<file path="src/rtl/fls_pkg.sv">
package fls_pkg;

    // Static source code of a flip-flop's data input.
    typedef enum logic [1:0] {
        SRC_O6  = 2'b00,
        SRC_O5  = 2'b01,
        SRC_BYP = 2'b10,
        SRC_RSV = 2'b11
    } dsrc_e;

endpackage

</file>
<file path="src/rtl/lut6_frac.sv">
module lut6_frac #(
    parameter int K = 6
) (
    input  logic [2**K-1:0] init,
    input  logic [K-1:0]    sel,
    output logic            o6,
    output logic            o5
);
    localparam int HALF_W = 2**(K-1);

    logic [HALF_W-1:0] low_half;

    assign low_half = init[HALF_W-1:0];
    assign o6       = init[sel];
    assign o5       = low_half[sel[K-2:0]];

    // With the top input low, both outputs read the same lower-half entry.
    always_comb begin
        if (!sel[K-1]) begin
            AST_HALVES_AGREE: assert (o5 == o6);
        end
    end

endmodule

</file>
<file path="src/rtl/fls_reg_pair.sv">
module fls_reg_pair
    import fls_pkg::*;
(
    input  logic       clk,
    input  logic       ce,
    input  logic       sr,
    input  logic       sr_val,
    input  logic       o6,
    input  logic       o5,
    input  logic       byp,
    input  logic [1:0] dsel_a,
    input  logic [1:0] dsel_b,
    output logic       q_a,
    output logic       q_b
);
    dsrc_e src_a;
    dsrc_e src_b;
    logic  d_a;
    logic  d_b;

    assign src_a = dsrc_e'(dsel_a);
    assign src_b = dsrc_e'(dsel_b);

    // Output-side decode: the primary flip-flop reaches both LUT results.
    always_comb begin
        unique case (src_a)
            SRC_O6:  d_a = o6;
            SRC_O5:  d_a = o5;
            SRC_BYP: d_a = byp;
            default: d_a = byp;
        endcase
    end

    // The secondary flip-flop has no path from the full result.
    always_comb begin
        unique case (src_b)
            SRC_O5:  d_b = o5;
            default: d_b = byp;
        endcase
    end

    // State register: set/reset outranks the clock enable.
    always_ff @(posedge clk) begin
        if (sr) begin
            q_a <= sr_val;
            q_b <= sr_val;
        end else if (ce) begin
            q_a <= d_a;
            q_b <= d_b;
        end
    end

    // Set/reset is the trigger here, so it cannot also disable the check.
    AST_SR_FORCE: assert property (@(posedge clk)
        sr |=> (q_a == $past(sr_val)) && (q_b == $past(sr_val)));

    AST_CE_HOLD: assert property (@(posedge clk) disable iff (sr)
        !ce |=> $stable(q_a) && $stable(q_b));

    AST_A_BYPASS: assert property (@(posedge clk) disable iff (sr)
        (ce && dsel_a[1]) |=> (q_a == $past(byp)));

    AST_B_NO_FULL: assert property (@(posedge clk) disable iff (sr)
        (ce && dsel_b != 2'b01) |=> (q_b == $past(byp)));

endmodule

</file>
<file path="src/rtl/fls_wide_mux.sv">
module fls_wide_mux #(
    parameter int NUM_LUTS = 4
) (
    input  logic [NUM_LUTS-1:0]   o6,
    input  logic [NUM_LUTS-1:0]   byp,
    output logic [NUM_LUTS/2-1:0] f7,
    output logic                  f8
);
    localparam int NUM_F7 = NUM_LUTS / 2;

    for (genvar p = 0; p < NUM_F7; p++) begin : g_f7
        assign f7[p] = byp[2*p] ? o6[2*p+1] : o6[2*p];
    end

    assign f8 = byp[1] ? f7[1] : f7[0];

    // The second-level result always comes from one of the full results.
    always_comb begin
        if (o6 == '0) begin
            AST_F8_FROM_LUTS: assert (!f8);
        end
    end

endmodule

</file>
<file path="src/rtl/frac_lut_slice.sv">
module frac_lut_slice #(
    parameter int NUM_LUTS = 4,
    parameter int LUT_K    = 6
) (
    input  logic                          clk,
    input  logic                          ce,
    input  logic                          sr,
    input  logic                          cfg_sr_set,
    input  logic [NUM_LUTS*(2**LUT_K)-1:0] cfg_init,
    input  logic [NUM_LUTS*2-1:0]         cfg_dsel_a,
    input  logic [NUM_LUTS*2-1:0]         cfg_dsel_b,
    input  logic [NUM_LUTS*LUT_K-1:0]     lut_in,
    input  logic [NUM_LUTS-1:0]           byp,
    output logic [NUM_LUTS-1:0]           o6,
    output logic [NUM_LUTS-1:0]           o5,
    output logic [NUM_LUTS/2-1:0]         f7_out,
    output logic                          f8_out,
    output logic [NUM_LUTS-1:0]           q_a,
    output logic [NUM_LUTS-1:0]           q_b
);
    localparam int INIT_W = 2**LUT_K;

    for (genvar i = 0; i < NUM_LUTS; i++) begin : g_elem
        lut6_frac #(.K(LUT_K)) u_lut (
            .init (cfg_init[i*INIT_W +: INIT_W]),
            .sel  (lut_in[i*LUT_K +: LUT_K]),
            .o6   (o6[i]),
            .o5   (o5[i])
        );

        fls_reg_pair u_regs (
            .clk    (clk),
            .ce     (ce),
            .sr     (sr),
            .sr_val (cfg_sr_set),
            .o6     (o6[i]),
            .o5     (o5[i]),
            .byp    (byp[i]),
            .dsel_a (cfg_dsel_a[2*i +: 2]),
            .dsel_b (cfg_dsel_b[2*i +: 2]),
            .q_a    (q_a[i]),
            .q_b    (q_b[i])
        );
    end

    fls_wide_mux #(.NUM_LUTS(NUM_LUTS)) u_wide (
        .o6  (o6),
        .byp (byp),
        .f7  (f7_out),
        .f8  (f8_out)
    );

endmodule

</file>
<file path="config.mk">
export PLATFORM = sky130hd
export DESIGN_NAME = frac_lut_slice
export DESIGN_NICKNAME = d
export VERILOG_FILES = /design/src/rtl/fls_pkg.sv /design/src/rtl/lut6_frac.sv /design/src/rtl/fls_reg_pair.sv /design/src/rtl/fls_wide_mux.sv /design/src/rtl/frac_lut_slice.sv
export SDC_FILE = /design/constraint.sdc
export NUM_CORES = 1
export LEC_CHECK = 0
export BUFFER_PORTS_ARGS = -buffer_cell sky130_fd_sc_hd__buf_4
export CAP_MARGIN = 25
export CORE_AREA = 2 2 126 128
export DETAILED_ROUTE_END_ITERATION = 12
export DIE_AREA = 0 0 128 130
export PLACE_DENSITY_LB_ADDON = 0.25
export SLEW_MARGIN = 20
export SYNTH_ARGS = -nofsm -noshare
export SYNTH_HDL_FRONTEND = slang
export SYNTH_SLANG_ARGS = --single-unit
</file>
<file path="constraint.sdc">
create_clock -name clk -period 2.05 [get_ports clk]
set_input_delay 0.1025 -clock clk [delete_from_list [all_inputs] [get_ports clk]]
set_output_delay 0.1025 -clock clk [all_outputs]
set_load 0.01 [all_outputs]
</file>
==> results.md, run 1 <==
- Dividing total power by cell area gives a power density of 313 nW/µm².
- The number of enable-type register cells in the synthesized netlist is 8.
- The first global-routing pass estimated 20.6 mm of wire.
- The routed layout has 3744 vias.
- Along the worst hold path, the cell count comes to 2.
- The die height is 130 µm.
- The required time reported for the critical path endpoint is 1.95 ns.
- After synthesis the cells add up to 2970 µm².
- The worst setup path is launched from an input port.
- The worst hold path belongs to the class in -> reg.
- The number of global-route vias before repair was 4015.
- In this run, distinct cell masters in the synthesized netlist total 49.
- The area inside the core boundary is 15400 µm².
- The count of final hold-check violations is 0.
- The number of cells produced by synthesis is 268.
- Subtracting the final worst setup slack from the clock period gives 2.15 ns.
- Measured against its own limit, the worst slew margin works out to 80.1%.
- The total of max-cap violations is 0.
- The total routed wirelength is 14.2 mm.
- The count of antenna diodes in the layout is 0.
- The total overflow left after global routing is 0.
- Setup violations remaining at the end of the flow were counted as 3.
- The clock passes through at most 2 buffers.
- The routability-driven placement congestion ratio is 0.895.
- The critical path is of the in -> out type.
- The number of clock sinks is 8.
- The worst hold path startpoint is cfg_dsel_a[3].
- At the end of the flow the core is filled with cells to 39.5%.
- Row generation in the floorplan step produced 46 rows.
- The count of hold-fix buffers inserted at cts is 0.
- After the first detailed-routing iteration, the DRC count stood at 173.
- After synthesis, the share of flip-flops with an asynchronous set or reset is 0%.
- The register area share after synthesis is 8.08%.
- In the post-route analysis, the smallest setup slack over all paths is -0.102 ns.
- The average vias per placed instance is 4.75.
- After synthesis, the mean cell area works out to 11.1 µm².
- The destination of the worst hold path is g_elem[1].u_regs.q_a.
- Setup repair after global routing could not meet its margin everywhere.
- The maximum VDD drop is 0.183 mV.
- The arrival time of data at the critical path endpoint is 2.05 ns.
- Sorting the synthesized cells by area gives the leading types as sky130_fd_sc_hd__mux4_2 36%, sky130_fd_sc_hd__edfxtp_1 8.1%, sky130_fd_sc_hd__mux2i_1 7.7%.
- Before antenna repair, the detailed router went through 4 iterations.
- The area growth from synthesis to layout is 105%.
- Among all flip-flop cells after synthesis, the most frequent one is sky130_fd_sc_hd__edfxtp_1.
- The final layout contains 903 nets.
- The count of pins on the block boundary is 323.
- The total number of H-tree levels is 1.
- The global-route total usage across every layer is 15.5%.
- The worst path uses 105% of the clock period.
- The static power due to leakage is 2.82 nW.
- The number of nets in the synthesized netlist is 572.
- The count of state elements after synthesis is 8.
- The total die area is 16600 µm².
- In this run the tool buffered the top-level ports with 322 buffer cells.
- The run finished, with violations left.
- Once the floorplan was initialized, standard cells occupied 19.3% of the core.
- For this run, design rule violations remaining after detail routing come to 0.
- TritonCTS built the clock tree.
- The initial antenna violation count came to 0.
- For this run, the number of Yosys warnings is 0.
- The pin count of the biggest net entering global routing is 16.
- The detailed placer's ending HPWL is 12.4 mm.
- After detailed routing, the average wire length per cell comes to 18.0 µm.
- The count of nets left with antenna violations once routing finished came out at 0.
- Buffers inserted during clock tree synthesis total 3.
- sky130_fd_sc_hd__mux4_2 takes more of the synthesized area than any other cell.
- The checks that failed: setup timing.
- The share of the synthesized area in the top cell type is 35.6%.
- The number of max-slew violations in the final report was 0.
- At the pin with the least slew margin, the transition time is 0.298 ns.
- Timing would allow up to 465 MHz.
- STA classifies the critical path endpoint as an output port.
- In the final layout, the share of cells above drive strength 1 is 77.2%.
- The clock-pin slew reported for the worst setup and hold paths after clock tree synthesis is 0.04 ns.
- The buffer type at the clock tree root is sky130_fd_sc_hd__clkbuf_16.
- Along the worst path, the maximum fanout reaches 6.
- The horizontal extent of the die is 128 µm.
- Across all hold checks on the routed design, the worst slack comes to 0.170 ns.
[through the flow]
stage	power [mW]	cells	setup TNS (ns)	setup WS, ns	cell area (µm²)
finish	1.90	789	-0.174	-0.102	6090
global route	2.01	789	-0.566	-0.219	6090
CTS	1.85	785	-0.160	-0.119	5910
detailed placement	1.45	772	-1.52	-0.232	5620
global placement	1.43	772	-1.14	-0.206	5620
floorplan	0.799	268	0	0.00115	2970
[how the worst max path moves through the flow]
stage / start / slack (ns) / to
floorplan: lut_in[13] / 0.001 / g_elem[2].u_regs.q_a
finish: lut_in[7] / -0.10 / f8_out
detailed placement: lut_in[7] / -0.23 / f8_out
global placement: lut_in[7] / -0.21 / f8_out
global route: lut_in[7] / -0.22 / f8_out
CTS: lut_in[7] / -0.12 / f8_out
[state kept, by name (all words and copies together) (netlist names)]
signal / flops
g_elem.u_regs.q_b: 4
g_elem.u_regs.q_a: 4
[worst max-delay path, stage by stage]
cell and delay, ns:
sky130_fd_sc_hd__buf_12 0.11, sky130_fd_sc_hd__mux4_2 0.49, sky130_fd_sc_hd__mux2i_1 0.15, sky130_fd_sc_hd__nor3b_1 0.07, sky130_fd_sc_hd__or4b_4 0.57, sky130_fd_sc_hd__a21boi_4 0.18
sky130_fd_sc_hd__and3b_1 0.19, sky130_fd_sc_hd__a211oi_2 0.04, sky130_fd_sc_hd__buf_4 0.16
[synth_stat cells (all sizes together), types with 4 or more instances]
master / count
mux2i: 23
clkbuf: 5
buf: 35
nand3b: 4
edfxtp: 8
mux2: 18
nor2b: 12
a211oi: 5
nor2: 11
inv: 9
nand2: 10
a21oi: 8
mux4: 54
nand3: 11
o21ai: 8
o211ai: 7
[where the power goes]
| part | leakage (nW) | internal [mW] | switching, mW |
|---|---|---|---|
| combinational | 2.70 | 0.890 | 0.474 |
| sequential | 0.0818 | 0.206 | 0.00585 |
| clock | 0.0370 | 0.252 | 0.0762 |
| total | 2.82 | 1.35 | 0.556 |
[layer usage]
metal | GRT usage, % | vias to the layer above | wire, µm
met5 | 0 | - | 0
met4 | 2.97 | 0 | 219
met3 | 1.97 | 18 | 787
met2 | 28.2 | 157 | 7570
met1 | 19.9 | 1797 | 5620
li1 | - | 1772 | -
[cell usage in the layout (no fill, tap or decap), drive strengths merged, types with 4 or more instances in the layout]
master  netlist  routed
buf          35     364
mux4         54      54
mux2i        23      23
mux2         18      18
nor2b        12      12
nor2         11      11
nand3        11      11
nand2        10      10
inv           9       9
edfxtp        8       8
a21oi         8       8
o21ai         8       8
o211ai        7       7
clkbuf        5       5
a211oi        5       5
nand3b        4       4
[repair_timing]
| item | in CTS | in global routing |
|---|---|---|
| pin swaps | 10 | 11 |
| setup buffers | 9 | 4 |
| cloned | 1 | 2 |
| resized for setup | 23 | 27 |
| endpoints found under the setup margin | 7 | 10 |
[cell type report]
type,count,area (µm²)
Sequential cell,8,240
Clock buffer,3,75.1
Multi-Input combinational cell,211,2560
Timing Repair Buffer,366,2940
Inverter,9,33.8
Fill cell,1550,9340
Tap cell,192,240
[kinds of logic (layout without fill, tap and decap cells)]
group / after synthesis / count (layout) / share of synthesized area [%]
AOI/OAI and AO/OA: 52 / 52 / 13.0
muxes: 95 / 95 / 56.4
DFF: 8 / 8 / 8.08
and+or+nand+nor: 64 / 64 / 12.3
buffers and inverters: 49 / 378 / 10.2
Note: power is estimated with default switching activity, not from simulation.
==> run 2, diff against run 1 <==
--- a/config.mk
+++ b/config.mk
@@ -11,6 +11,7 @@
 export DETAILED_ROUTE_END_ITERATION = 12
 export DIE_AREA = 0 0 128 130
 export PLACE_DENSITY_LB_ADDON = 0.25
+export REMOVE_ABC_BUFFERS = 1
 export SLEW_MARGIN = 20
 export SYNTH_ARGS = -nofsm -noshare
 export SYNTH_HDL_FRONTEND = slang
==> run 2 against run 1 <==
The run still ends with setup timing left. Largest cell class unchanged. Routed wire length shrank 4.9%. Sequential share of layout area is 0.12 points higher. Count of clock-buffer cells in the layout did not move. Design area down 2.9%. Combinational power down 6%. First-iteration DRC count down 17%. Global-route usage is 0.80 points lower. Hold slack gained 0.0089 ns. Clock power increased by 3%. Maximum frequency increased by 4.4%. Critical path depth rose by 1. Non-clock buffer count decreased by 8.
==> results.md, run 2 (same netlist as run 1, synthesis figures left out) <==
- The run finished, with violations left.
- The final reports fail on setup timing.
- The global-route total usage across every layer came to 14.7% (-0.80 points).
- The number of vias after detailed routing came to 3675 (-1.8%).
- The pin count of the biggest net entering global routing came to 20 (+4).
- The fraction of layout instances using a drive strength above 1 is 76.7% (-0.48 points).
- The total number of H-tree levels is 1 (unchanged).
- The final critical delay including setup and external delays is 2.06 ns (-0.0903 ns).
- The count of hold-fix buffers inserted at cts was 0 (unchanged).
- The fraction of the core area covered by cells at the end of the flow is 38.3% (-1.2 points).
- The number of DRC violations after detailed routing came to 0 (unchanged).
- The row count was 46 (unchanged).
- The total of max-cap violations came to 0 (unchanged).
- The area inside the core boundary was 15400 µm² (unchanged).
- The total die area is 16600 µm² (unchanged).
- The average vias per placed instance is 4.71 (-0.84%).
- The count of antenna diodes in the layout came to 0 (unchanged).
- The internal power summed over all cells is 1.30 mW (-3.8%).
- The required time reported for the critical path endpoint is 1.95 ns (about the same).
- The share of total power consumed by net switching is 29.2% (+0.037 points).
- The final-stage net count is 895 (-0.89%).
- The number of buffers on the longest clock path came to 2 (unchanged).
- The total negative setup slack was -0.0114 ns (+0.162 ns).
- The maximum VDD drop is 0.227 mV (+24%).
- The switching power was 536 µW (-3.7%).
- The portion of total power attributed to the clock network is 18.4% (+1.2 points).
- The cell sitting at the root of the clock tree is a sky130_fd_sc_hd__clkbuf_16.
- The number of search-and-repair iterations in the first detailed-routing pass is 6 (+2).
- The static power due to leakage was 2.73 nW (-3.0%).
- The sequential power share is 11.7% (+0.6 points).
- The count of pins on the block boundary came to 323 (unchanged).
- The detailed placer's ending HPWL came to 12.0 mm (-2.9%).
- The starting utilization of the core area is 19.3% (unchanged).
- The category of the worst setup path capture point is an output port.
- The transition time at the pin with the least slew margin is 0.372 ns (+0.0747 ns).
- The die height was 130 µm (unchanged).
- The combinational cell fraction of total power was 69.8% (-1.8 points).
- The final antenna-violating net count was 0 (unchanged).
- The top cell types in the final layout, fill and taps aside, are 348 x sky130_fd_sc_hd__buf_4, 52 x sky130_fd_sc_hd__mux4_2, 23 x sky130_fd_sc_hd__mux2i_1.
- The number of max-slew violations in the final report is 0 (unchanged).
- The number of clock sinks came to 8 (unchanged).
- The area growth from synthesis to layout is 98.8%.
- The power density over the cells is 310 nW/µm² (-0.86%).
- The library cell used most frequently in the layout, excluding fill and tap cells, is sky130_fd_sc_hd__buf_4.
- TritonCTS built the clock tree.
- STA classifies the critical path startpoint as an input port.
- The type of the worst setup path is in -> out.
- The horizontal extent of the die came to 128 µm (unchanged).
- The wire length of the first global-routing pass was 19.4 mm (-5.6%).
- Setup repair after global routing could not meet its margin everywhere.
- The largest fanout on the critical path is 7 (+1).
- The number of global-route vias before repair is 3803 (-5.3%).
- The headroom to the max-slew limit is 75.1% (-5.0 points).
- The routability-driven placement congestion ratio is 0.772 (-14%).
- The maximum frequency from static timing analysis is 485 MHz (+4.4%).
- The first-iteration detailed-routing DRC count was 143 (-17%).
- The clock-pin slew reported for the worst setup and hold paths after clock tree synthesis is 0.04 ns (about the same).
- The worst hold-check path type is in -> reg.
- The final setup violation count came to 1 (-2).
- The arrival time of data at the critical path endpoint came to 1.96 ns (-0.09 ns).
- The total routed wirelength is 13.5 mm (-4.9%).
- The global route total overflow is 0 (unchanged).
- The initial antenna violation count is 0 (unchanged).
- The total power of the final layout is 1.83 mW (-3.8%).
- The count of final hold-check violations was 0 (unchanged).
- The post-route fraction of the period consumed by the critical path is 101% (-4.4 points).
- The largest registers in the layout are g_elem.u_regs.q_a x4, g_elem.u_regs.q_b x4.
- The worst-case setup margin in the final layout is -0.0114 ns (+0.0903 ns).
- The count of buffers from port buffering is 322 (unchanged).
- The average wire per standard cell is 17.3 µm (-3.9%).
- The number of clock buffers inserted by TritonCTS is 3 (unchanged).
[run 2: cell type report]
cell class / count / area (µm²)
clock buffers: 3 / 75.1
fillers: 1576 / 9510
inverters: 9 / 33.8
multi-input cells: 211 / 2540
flip-flops and latches: 8 / 240
well taps: 192 / 240
repair buffers: 358 / 2780
[run 2: through the flow]
| step | instance area [µm²] | worst slack [ns] | hold WS [ns] | std cells |
|---|---|---|---|---|
| 2_1_floorplan | 2700 | 0.0653 | 0.282 | 228 |
| 3_3_place_gp | 5590 | -0.226 | 0.410 | 771 |
| 3_5_place_dp | 5590 | -0.240 | 0.417 | 771 |
| 4_1_cts | 5830 | -0.0367 | 0.179 | 781 |
| 5_1_grt | 5910 | -0.0827 | 0.183 | 781 |
| 6_report | 5910 | -0.0114 | 0.179 | 781 |
[run 2: worst max-delay path: stages]
cell and delay (ns):
sky130_fd_sc_hd__buf_12 0.10, sky130_fd_sc_hd__buf_4 0.13, sky130_fd_sc_hd__mux2_2 0.34, sky130_fd_sc_hd__o22ai_2 0.15
sky130_fd_sc_hd__nor4b_1 0.07, sky130_fd_sc_hd__or4b_4 0.53, sky130_fd_sc_hd__a21boi_2 0.17, sky130_fd_sc_hd__and3b_1 0.16
sky130_fd_sc_hd__a211oi_1 0.04, sky130_fd_sc_hd__buf_4 0.15
[run 2: worst paths after layout]
| check | from | end | slack, ns | cells after the start |
|---|---|---|---|---|
| max | lut_in[7] | f8_out | -0.01 | 10 |
| min | cfg_dsel_a[7] | g_elem[3].u_regs.q_a | 0.18 | 2 |
[run 2: power groups by stage]
stage                     logic, mW  clock network (mW)  registers [mW]
after floorplan               0.425                   0           0.226
after global placement         1.18                   0           0.219
after detailed placement       1.20                   0           0.218
after CTS                      1.27               0.344           0.216
after global routing           1.38               0.349           0.217
final                          1.28               0.338           0.215
[run 2: routing by layer]
layer / track usage (%) / up-vias / share of wire (%)
met5: 0 / - / 0
met4: 2.52 / 0 / 1.5
met3: 3.20 / 16 / 7.1
met2: 27.1 / 154 / 53
met1: 17.8 / 1757 / 38
li1: - / 1748 / -
[run 2: repair_timing]
| item | in CTS | in global routing |
|---|---|---|
| setup endpoints to repair | 5 | 8 |
| pin swaps | 9 | 9 |
| setup buffers | 7 | 0 |
| hold endpoints to repair | 0 | 0 |
| gates resized for setup | 32 | 16 |
